`config.mk`:
```
export PLATFORM = sky130hd
export DESIGN_NAME = duc_cfg_bank
export DESIGN_NICKNAME = d
export VERILOG_FILES = /design/src/rtl/duc_cfg_pkg.sv /design/src/rtl/duc_cfg_decode.sv /design/src/rtl/duc_cfg_chan.sv /design/src/rtl/duc_cfg_bank.sv
export SDC_FILE = /design/constraint.sdc
export NUM_CORES = 2
export LEC_CHECK = 0
export BUFFER_PORTS_ARGS = -buffer_cell sky130_fd_sc_hd__buf_2
export CAP_MARGIN = 20
export CORE_MARGIN = 1.5
export CORE_UTILIZATION = 30
export CTS_BUF_LIST = sky130_fd_sc_hd__clkbuf_8
export CTS_CLUSTER_SIZE = 14
export DETAILED_ROUTE_END_ITERATION = 7
export RECOVER_POWER = 50
export SYNTH_ARGS = -nofsm -noshare
export SYNTH_HDL_FRONTEND = slang
export SYNTH_HIERARCHICAL = 1
export SYNTH_SLANG_ARGS = --single-unit
```
`constraint.sdc`:
```
create_clock -name clk -period 3.36 [get_ports clk]
set_input_delay 0.168 -clock clk [delete_from_list [all_inputs] [get_ports clk]]
set_output_delay 0.168 -clock clk [all_outputs]
set_load 0.1 [all_outputs]
```
`src/rtl/duc_cfg_pkg.sv`:
```
package duc_cfg_pkg;

    localparam int REG_W = 32;

    localparam logic [7:0] IDX_COMPAT = 8'd0;
    localparam logic [7:0] IDX_NHB    = 8'd1;
    localparam logic [7:0] IDX_CICMAX = 8'd2;
    localparam logic [7:0] IDX_RATE_N = 8'd128;
    localparam logic [7:0] IDX_RATE_M = 8'd129;
    localparam logic [7:0] IDX_CFG    = 8'd130;
    localparam logic [7:0] IDX_INTERP = 8'd131;
    localparam logic [7:0] IDX_FREQ   = 8'd132;
    localparam logic [7:0] IDX_SCALE  = 8'd133;
    localparam logic [7:0] IDX_TINCR  = 8'd137;

    localparam logic [REG_W-1:0] SCALE_UNITY = 32'h0000_8000;

    typedef enum logic [3:0] {
        SEL_NONE, SEL_COMPAT, SEL_NHB, SEL_CICMAX,
        SEL_RATE_N, SEL_RATE_M, SEL_CFG, SEL_INTERP,
        SEL_FREQ, SEL_SCALE, SEL_TINCR
    } reg_sel_e;

    typedef struct packed {
        logic [REG_W-1:0] rate_n;
        logic [REG_W-1:0] rate_m;
        logic [REG_W-1:0] cfg;
        logic [REG_W-1:0] interp;
        logic [REG_W-1:0] freq;
        logic [REG_W-1:0] scale;
        logic [REG_W-1:0] tincr;
    } chan_regs_t;

    function automatic reg_sel_e index_to_sel(input logic [7:0] idx);
        case (idx)
            IDX_COMPAT: return SEL_COMPAT;
            IDX_NHB:    return SEL_NHB;
            IDX_CICMAX: return SEL_CICMAX;
            IDX_RATE_N: return SEL_RATE_N;
            IDX_RATE_M: return SEL_RATE_M;
            IDX_CFG:    return SEL_CFG;
            IDX_INTERP: return SEL_INTERP;
            IDX_FREQ:   return SEL_FREQ;
            IDX_SCALE:  return SEL_SCALE;
            IDX_TINCR:  return SEL_TINCR;
            default:    return SEL_NONE;
        endcase
    endfunction

    function automatic logic is_writable(input reg_sel_e s);
        return (s == SEL_RATE_N) || (s == SEL_RATE_M) || (s == SEL_CFG) ||
               (s == SEL_INTERP) || (s == SEL_FREQ) || (s == SEL_SCALE) ||
               (s == SEL_TINCR);
    endfunction

    function automatic logic interp_legal(input logic [REG_W-1:0] w,
                                          input int unsigned num_hb,
                                          input int unsigned cic_max);
        int unsigned hb;
        int unsigned cic;
        hb  = int'(w[15:8]);
        cic = int'(w[7:0]);
        return (hb <= num_hb) && (cic >= 1) && (cic <= cic_max);
    endfunction

endpackage

```
`src/rtl/duc_cfg_decode.sv`:
```
module duc_cfg_decode
    import duc_cfg_pkg::*;
#(
    parameter int ADDR_W = 16,
    parameter int NCHAN  = 2,
    parameter int CH_W   = 1
) (
    input  logic [ADDR_W-1:0] addr,
    output logic              hit,
    output logic [CH_W-1:0]   chan,
    output reg_sel_e          sel
);
    localparam int STRIDE_LSB = 11;
    localparam int CHF_W      = ADDR_W - STRIDE_LSB;

    logic [CHF_W-1:0] chan_full;

    always_comb begin
        chan_full = addr[ADDR_W-1:STRIDE_LSB];
        chan      = CH_W'(chan_full);
        sel       = index_to_sel(addr[10:3]);
        hit       = (addr[2:0] == 3'b000) && (int'(chan_full) < NCHAN) &&
                    (sel != SEL_NONE);
    end
endmodule

```
`src/rtl/duc_cfg_chan.sv`:
```
module duc_cfg_chan
    import duc_cfg_pkg::*;
#(
    parameter int TIME_W  = 64,
    parameter int NUM_HB  = 2,
    parameter int CIC_MAX = 128
) (
    input  logic              clk,
    input  logic              rst,
    input  logic              we,
    input  reg_sel_e          sel,
    input  logic [REG_W-1:0]  wdata,
    input  logic              timed,
    input  logic [TIME_W-1:0] wtime,
    input  logic [TIME_W-1:0] now_time,
    output chan_regs_t        regs
);
    logic              pend_v;
    logic [REG_W-1:0]  pend_word;
    logic [TIME_W-1:0] pend_time;
    logic              pend_due;
    logic              wr_future;

    assign pend_due  = pend_v && (now_time >= pend_time);
    assign wr_future = timed && (wtime > now_time);

    always_ff @(posedge clk) begin
        if (rst) begin
            regs.rate_n <= 32'd1;
            regs.rate_m <= 32'd1;
            regs.cfg    <= '0;
            regs.interp <= 32'd1;
            regs.freq   <= '0;
            regs.scale  <= SCALE_UNITY;
            regs.tincr  <= '0;
            pend_v      <= 1'b0;
            pend_word   <= '0;
            pend_time   <= '0;
        end else begin
            if (pend_due) begin
                regs.freq <= pend_word;
                pend_v    <= 1'b0;
            end
            if (we) begin
                case (sel)
                    SEL_RATE_N: regs.rate_n <= wdata;
                    SEL_RATE_M: regs.rate_m <= wdata;
                    SEL_CFG:    regs.cfg    <= wdata;
                    SEL_SCALE:  regs.scale  <= wdata;
                    SEL_TINCR:  regs.tincr  <= wdata;
                    SEL_INTERP: begin
                        if (interp_legal(wdata, NUM_HB, CIC_MAX))
                            regs.interp <= {16'h0000, wdata[15:0]};
                    end
                    SEL_FREQ: begin
                        if (wr_future) begin
                            pend_v    <= 1'b1;
                            pend_word <= wdata;
                            pend_time <= wtime;
                        end else begin
                            regs.freq <= wdata;
                            pend_v    <= 1'b0;
                        end
                    end
                    default: ;
                endcase
            end
        end
    end
endmodule

```
`src/rtl/duc_cfg_bank.sv`:
```
module duc_cfg_bank
    import duc_cfg_pkg::*;
#(
    parameter int ADDR_W       = 16,
    parameter int TIME_W       = 64,
    parameter int NCHAN        = 2,
    parameter int NUM_HB       = 2,
    parameter int CIC_MAX      = 128,
    parameter int COMPAT_MAJOR = 0,
    parameter int COMPAT_MINOR = 1
) (
    input  logic                    clk,
    input  logic                    rst,
    input  logic                    wr_en,
    input  logic [ADDR_W-1:0]       wr_addr,
    input  logic [31:0]             wr_data,
    input  logic                    wr_timed,
    input  logic [TIME_W-1:0]       wr_time,
    input  logic [TIME_W-1:0]       now_time,
    input  logic                    rd_en,
    input  logic [ADDR_W-1:0]       rd_addr,
    output logic [31:0]             rd_data,
    output logic [NCHAN*32-1:0]     interp_o,
    output logic [NCHAN*32-1:0]     rate_m_o,
    output logic [NCHAN*32-1:0]     rate_n_o,
    output logic [NCHAN*32-1:0]     cfg_o,
    output logic [NCHAN*32-1:0]     freq_o,
    output logic [NCHAN*32-1:0]     scale_o,
    output logic [NCHAN*32-1:0]     tincr_o
);
    localparam int CH_W = (NCHAN > 1) ? $clog2(NCHAN) : 1;
    localparam logic [31:0] COMPAT_WORD = {COMPAT_MAJOR[15:0], COMPAT_MINOR[15:0]};

    logic            w_hit, r_hit;
    logic [CH_W-1:0] w_chan, r_chan;
    reg_sel_e        w_sel, r_sel;
    chan_regs_t      ch_regs [NCHAN];
    logic [31:0]     rd_next;

    duc_cfg_decode #(.ADDR_W(ADDR_W), .NCHAN(NCHAN), .CH_W(CH_W)) u_wdec (
        .addr(wr_addr), .hit(w_hit), .chan(w_chan), .sel(w_sel)
    );

    duc_cfg_decode #(.ADDR_W(ADDR_W), .NCHAN(NCHAN), .CH_W(CH_W)) u_rdec (
        .addr(rd_addr), .hit(r_hit), .chan(r_chan), .sel(r_sel)
    );

    for (genvar c = 0; c < NCHAN; c++) begin : g_chan
        logic we_c;
        assign we_c = wr_en && w_hit && is_writable(w_sel) && (int'(w_chan) == c);

        duc_cfg_chan #(.TIME_W(TIME_W), .NUM_HB(NUM_HB), .CIC_MAX(CIC_MAX)) u_chan (
            .clk(clk), .rst(rst), .we(we_c), .sel(w_sel), .wdata(wr_data),
            .timed(wr_timed), .wtime(wr_time), .now_time(now_time),
            .regs(ch_regs[c])
        );

        assign interp_o[c*32 +: 32] = ch_regs[c].interp;
        assign rate_m_o[c*32 +: 32] = ch_regs[c].rate_m;
        assign rate_n_o[c*32 +: 32] = ch_regs[c].rate_n;
        assign cfg_o[c*32 +: 32]    = ch_regs[c].cfg;
        assign freq_o[c*32 +: 32]   = ch_regs[c].freq;
        assign scale_o[c*32 +: 32]  = ch_regs[c].scale;
        assign tincr_o[c*32 +: 32]  = ch_regs[c].tincr;
    end

    always_comb begin
        chan_regs_t sel_regs;
        sel_regs = '0;
        for (int c = 0; c < NCHAN; c++)
            if (int'(r_chan) == c) sel_regs = ch_regs[c];
        rd_next = '0;
        if (r_hit) begin
            case (r_sel)
                SEL_COMPAT: rd_next = COMPAT_WORD;
                SEL_NHB:    rd_next = 32'(NUM_HB);
                SEL_CICMAX: rd_next = 32'(CIC_MAX);
                SEL_RATE_N: rd_next = sel_regs.rate_n;
                SEL_RATE_M: rd_next = sel_regs.rate_m;
                SEL_CFG:    rd_next = sel_regs.cfg;
                SEL_INTERP: rd_next = sel_regs.interp;
                SEL_FREQ:   rd_next = sel_regs.freq;
                SEL_SCALE:  rd_next = sel_regs.scale;
                SEL_TINCR:  rd_next = sel_regs.tincr;
                default:    rd_next = '0;
            endcase
        end
    end

    always_ff @(posedge clk) begin
        if (rst)        rd_data <= '0;
        else if (rd_en) rd_data <= rd_next;
    end
endmodule

```
==> results.rst <==
.. list-table::
   :header-rows: 1

   * - Metric
     - Value
   * - Result of the run
     - finished, violations left
   * - Violated checks
     - max-capacitance violations, max-slew violations
   * - Clk sink count
     - 642
   * - Global placer's final weighted congestion
     - 0.890
   * - Maximum fanout along the worst path
     - 15
   * - Final worst-path cycle share
     - 92.4%
   * - Ys Warns
     - 6
   * - Top_reg_cell synth
     - dfxtp_1
   * - IO Port Bufs
     - 644
   * - TritonCTS clock tree
     - built
   * - Total number of placement rows
     - 122
   * - Synthesis-stage register bit count
     - 642
   * - Kind of path behind the tightest hold check
     - input port to flip-flop
   * - Crit start category
     - input port
   * - Design area
     - 0.0420 sq mm
   * - Most used standard cell by instance count after synthesis
     - nand2_1
   * - Max stage delay cell, worst path
     - dlygate4sd3_1
   * - Fraction of final layout cells sized beyond drive strength 1
     - 11.5%
   * - Syn avg cell area
     - 8.30 sq um
   * - Total Routed Length
     - 151 mm
   * - Fin nets
     - 5247
   * - Netlist Area Pre-Place
     - 0.0337 sq mm
   * - Vias in the first global route
     - 31.1k
   * - Violation count after the first detailed-routing iteration
     - 2497
   * - Leading area contributor after synthesis
     - dfxtp_1
   * - Clock-pin slew reported for the worst setup and hold paths after clock tree synthesis
     - 0.07 ns
   * - Chip height
     - 338 microns
   * - Mux cell area share after synthesis
     - 14.9%
   * - Crit-path leading delay family
     - buffers and inverters
   * - Cell at the root of the clock tree
     - clkbuf_8
   * - First drt pass iteration count
     - 5
   * - Worst r2r src
     - g_chan[1].u_chan/pend_time[15]
   * - Count of maximum capacitance violations
     - 8
   * - Highest ir drop seen on vdd
     - 0.000288 V
   * - CP arrival
     - 3.72 ns
   * - Largest net degree at the start of global routing
     - 141
   * - Filler instances
     - 11.6k
   * - Footprint of the multi-input gates
     - 0.0186 sq mm
   * - Top-area cell type share of the netlist area
     - 38.1%
   * - Crit-path max cell delay
     - 0.55 ns
   * - Horizontal die dimension
     - 338 microns
   * - Fraction of synthesized cell area in xor and xnor cells
     - 0.0779%
   * - Unrepaired setup endpoints after global routing
     - no
   * - First-pass GRT wire length
     - 216 mm
   * - Total number of vias
     - 32.8k
   * - Transition time at the pin with the least slew margin
     - 1.70 ns
   * - Standard cell area after detailed placement
     - 0.0392 sq mm
   * - Final Non-Filler Cells
     - 6379
   * - ANT nets after route
     - 0
   * - Final worst clock skew
     - 0.0943 ns
   * - Power Dens Cells
     - 403 mW/mm^2
   * - Die Area
     - 0.114 sq mm
   * - Maximum operating frequency
     - 322 MHz
   * - Post-DP HPWL
     - 109 mm
   * - Most common library cells after synthesis
     - nand2_1, dfxtp_1, mux2i_1
   * - GRT Overall Usage
     - 25.2%
   * - Number of antenna violations at the first check in global routing
     - 11
   * - Core Util, Final
     - 37.8%
   * - Number of instances in the placed design
     - 6064
   * - Final hold vios
     - 0
   * - CP cell instances
     - dlygate4sd3_1, buf_2, ha_1, nand4_1, nor4_1, nand4_1, a41oi_1, buf_4, nor4_2, buf_4, a211oi_4, buf_12, buf_12, mux2i_1, nor2_1
   * - DR WL/cell
     - 23.6 microns
   * - Remaining design rule violation count
     - 0
   * - Hold Worst Slack
     - 0.192 ns
   * - Worst path buffer plus inverter count
     - 6
   * - Critical path origin
     - wr_time[25]
   * - Average vias per placed instance
     - 5.15
   * - Worst r2r path cells
     - 11
   * - Portion of the post-synthesis area used by sequential elements
     - 38.1%
   * - I/O pin cnt
     - 677
   * - Area added between synthesis and finish
     - 24.4%
   * - Cell depth of the worst hold path
     - 8
   * - Maximum buffer depth of the clock tree
     - 3
   * - Final worst path period need
     - 3.11 ns
   * - Arithmetic-cell share of the synthesized area counting full adders, half adders and majority gates
     - 9.49%
   * - Proportion of register bits with asynchronous set or reset after synthesis
     - 0%
   * - Setup violators final
     - 0
   * - Htree depth
     - 3
   * - Max Slew Vio Count
     - 6
   * - Fraction of the mapped netlist area in compound gates
     - 13.6%
   * - Initial core utilization
     - 30.4%
   * - Number of enable-type register cells in the synthesized netlist
     - 0
   * - Worst R2R End
     - g_chan[1].u_chan/regs[93]
   * - Sort of element at the end of the critical path
     - flip-flop
   * - Synth area leaders
     - dfxtp_1, mux2i_1, ha_1, nand2_1, a21oi_1
   * - Std-Cell Core Area
     - 0.111 sq mm
   * - Slew HR
     - -12.8%
   * - Dominant combinational cell family by area after synthesis
     - simple AND/OR/NAND/NOR gates
   * - Static leakage
     - 15.5 nW
   * - Startpoint of the lowest-slack hold path
     - rd_addr[13]
   * - Classification of the worst setup path
     - input port to flip-flop
   * - Clk_lat worst skew
     - 0.84 ns
   * - Grt total ovfl
     - 0
   * - Distinct cell type count of the synthesized netlist
     - 73
   * - CTS buffer count
     - 116
   * - Worst Path Required
     - 3.98 ns
   * - Synth Area in Simple Gates
     - 16.0%
   * - Mapped Cells
     - 4065
   * - FF-to-FF setup slack
     - 0.33 ns
   * - Storage element area
     - 0.0129 sq mm
   * - End point of the most critical hold path
     - rd_data[0]
==> cell families after synthesis <==
| family | after synthesis |
|---|---|
| other cells | 2 |
| mux | 503 |
| xor+xnor | 3 |
| flops | 642 |
| buf+inv | 587 |
| simple gates | 1275 |
| fa+ha+maj | 256 |
| compound gates | 797 |
==> worst max-delay path by stage <==
stage / endpoint / slack (ns) / cells after the start
after detailed placement: rd_data[0] / -0.41 / 10
after floorplan: g_chan[1].u_chan/pend_time[28] / 0.15 / 16
final: g_chan[1].u_chan/pend_time[4] / 0.25 / 15
after global placement: rd_data[0] / -0.36 / 10
after global routing: g_chan[1].u_chan/regs[91] / 0.02 / 11
after CTS: g_chan[0].u_chan/pend_time[53] / 0.1 / 15
==> placed cells by master, fill, tap and decap left out, types with 12 or more instances in the layout <==
cell	n
diode_2	14
and2_1	18
buf_12	40
ha_1	256
o31ai_1	66
o21ai_1	19
mux2i_1	501
nand4_1	44
nor3_1	25
nand3_1	31
nor4_1	44
dfxtp_1	642
buf_2	194
inv_1	312
nor2_1	275
a21oi_1	481
conb_1	32
o21ai_0	54
dlygate4sd3_1	99
nand2_1	757
o22ai_1	91
clkbuf_8	139
clkinv_2	12
clkbuf_1	458
a211oi_1	12
buf_4	98
==> timing repair <==
item / 4_1_cts / 5_1_grt
resized for setup: 0 / 1
hold endpoints to repair: 595 / 0
setup endpoints to repair: 0 / 92
hold buffers: 99 / 0
setup buffers: 0 / 1
==> worst reg2reg max path, delay by kind of cell (launching register included) <==
| kind | cells | cell delay, ns |
|---|---|---|
| buffers and inverters | 2 | 0.30 |
| AND/OR/NAND/NOR | 3 | 0.78 |
| AO/OA/AOI/OAI | 4 | 0.86 |
| adder cells (fa/ha/maj) | 1 | 0.30 |
| multiplexers | 1 | 0.34 |
| flip-flops | 1 | 0.33 |
==> final cells by class <==
| cell class | count | share of cell area, % |
|---|---|---|
| Clock buffer | 139 | 4.56 |
| Clock inverter | 62 | 1.01 |
| Inverter | 274 | 2.45 |
| Multi-Input combinational cell | 2866 | 44.3 |
| Timing Repair Buffer | 894 | 12.5 |
| Sequential cell | 642 | 30.6 |
| Tap cell | 1488 | 4.43 |
| Antenna cell | 14 | 0.0834 |
==> per-stage QoR <==
stage / TNS, ns / total power [mW] / setup WS (ns)
final: 0 / 16.9 / 0.255
after detailed placement: -38.02 / 9.30 / -0.410
after floorplan: 0 / 8.72 / 0.146
after global placement: -24.11 / 9.28 / -0.360
after CTS: 0 / 17.1 / 0.0975
after global routing: 0 / 17.5 / 0.0153
==> power breakdown <==
group	leakage [nW]	total [mW]	internal [mW]	switching, mW
logic	9.00	1.64	0.542	1.10
clock network	1.36	7.66	4.06	3.60
registers	5.17	7.61	7.61	0.000000121
==> sequential cells by signal, indices dropped and copies added (netlist names) <==
register                 cells
g_chan.u_chan/pend_time    128
g_chan.u_chan/pend_v         2
g_chan.u_chan/pend_word     64
g_chan.u_chan/regs         416
rd_data                     32
==> metal layers <==
| layer | GRT usage (%) | wire [microns] | share of wire [%] |
|---|---|---|---|
| met1 | 31.0 | 61900 | 41 |
| met2 | 41.1 | 68900 | 46 |
| met3 | 6.88 | 13200 | 8.7 |
| met4 | 11.1 | 6590 | 4.4 |
| met5 | 0 | 23 | 0.015 |
No activity file was read; power rests on OpenSTA's default activity.
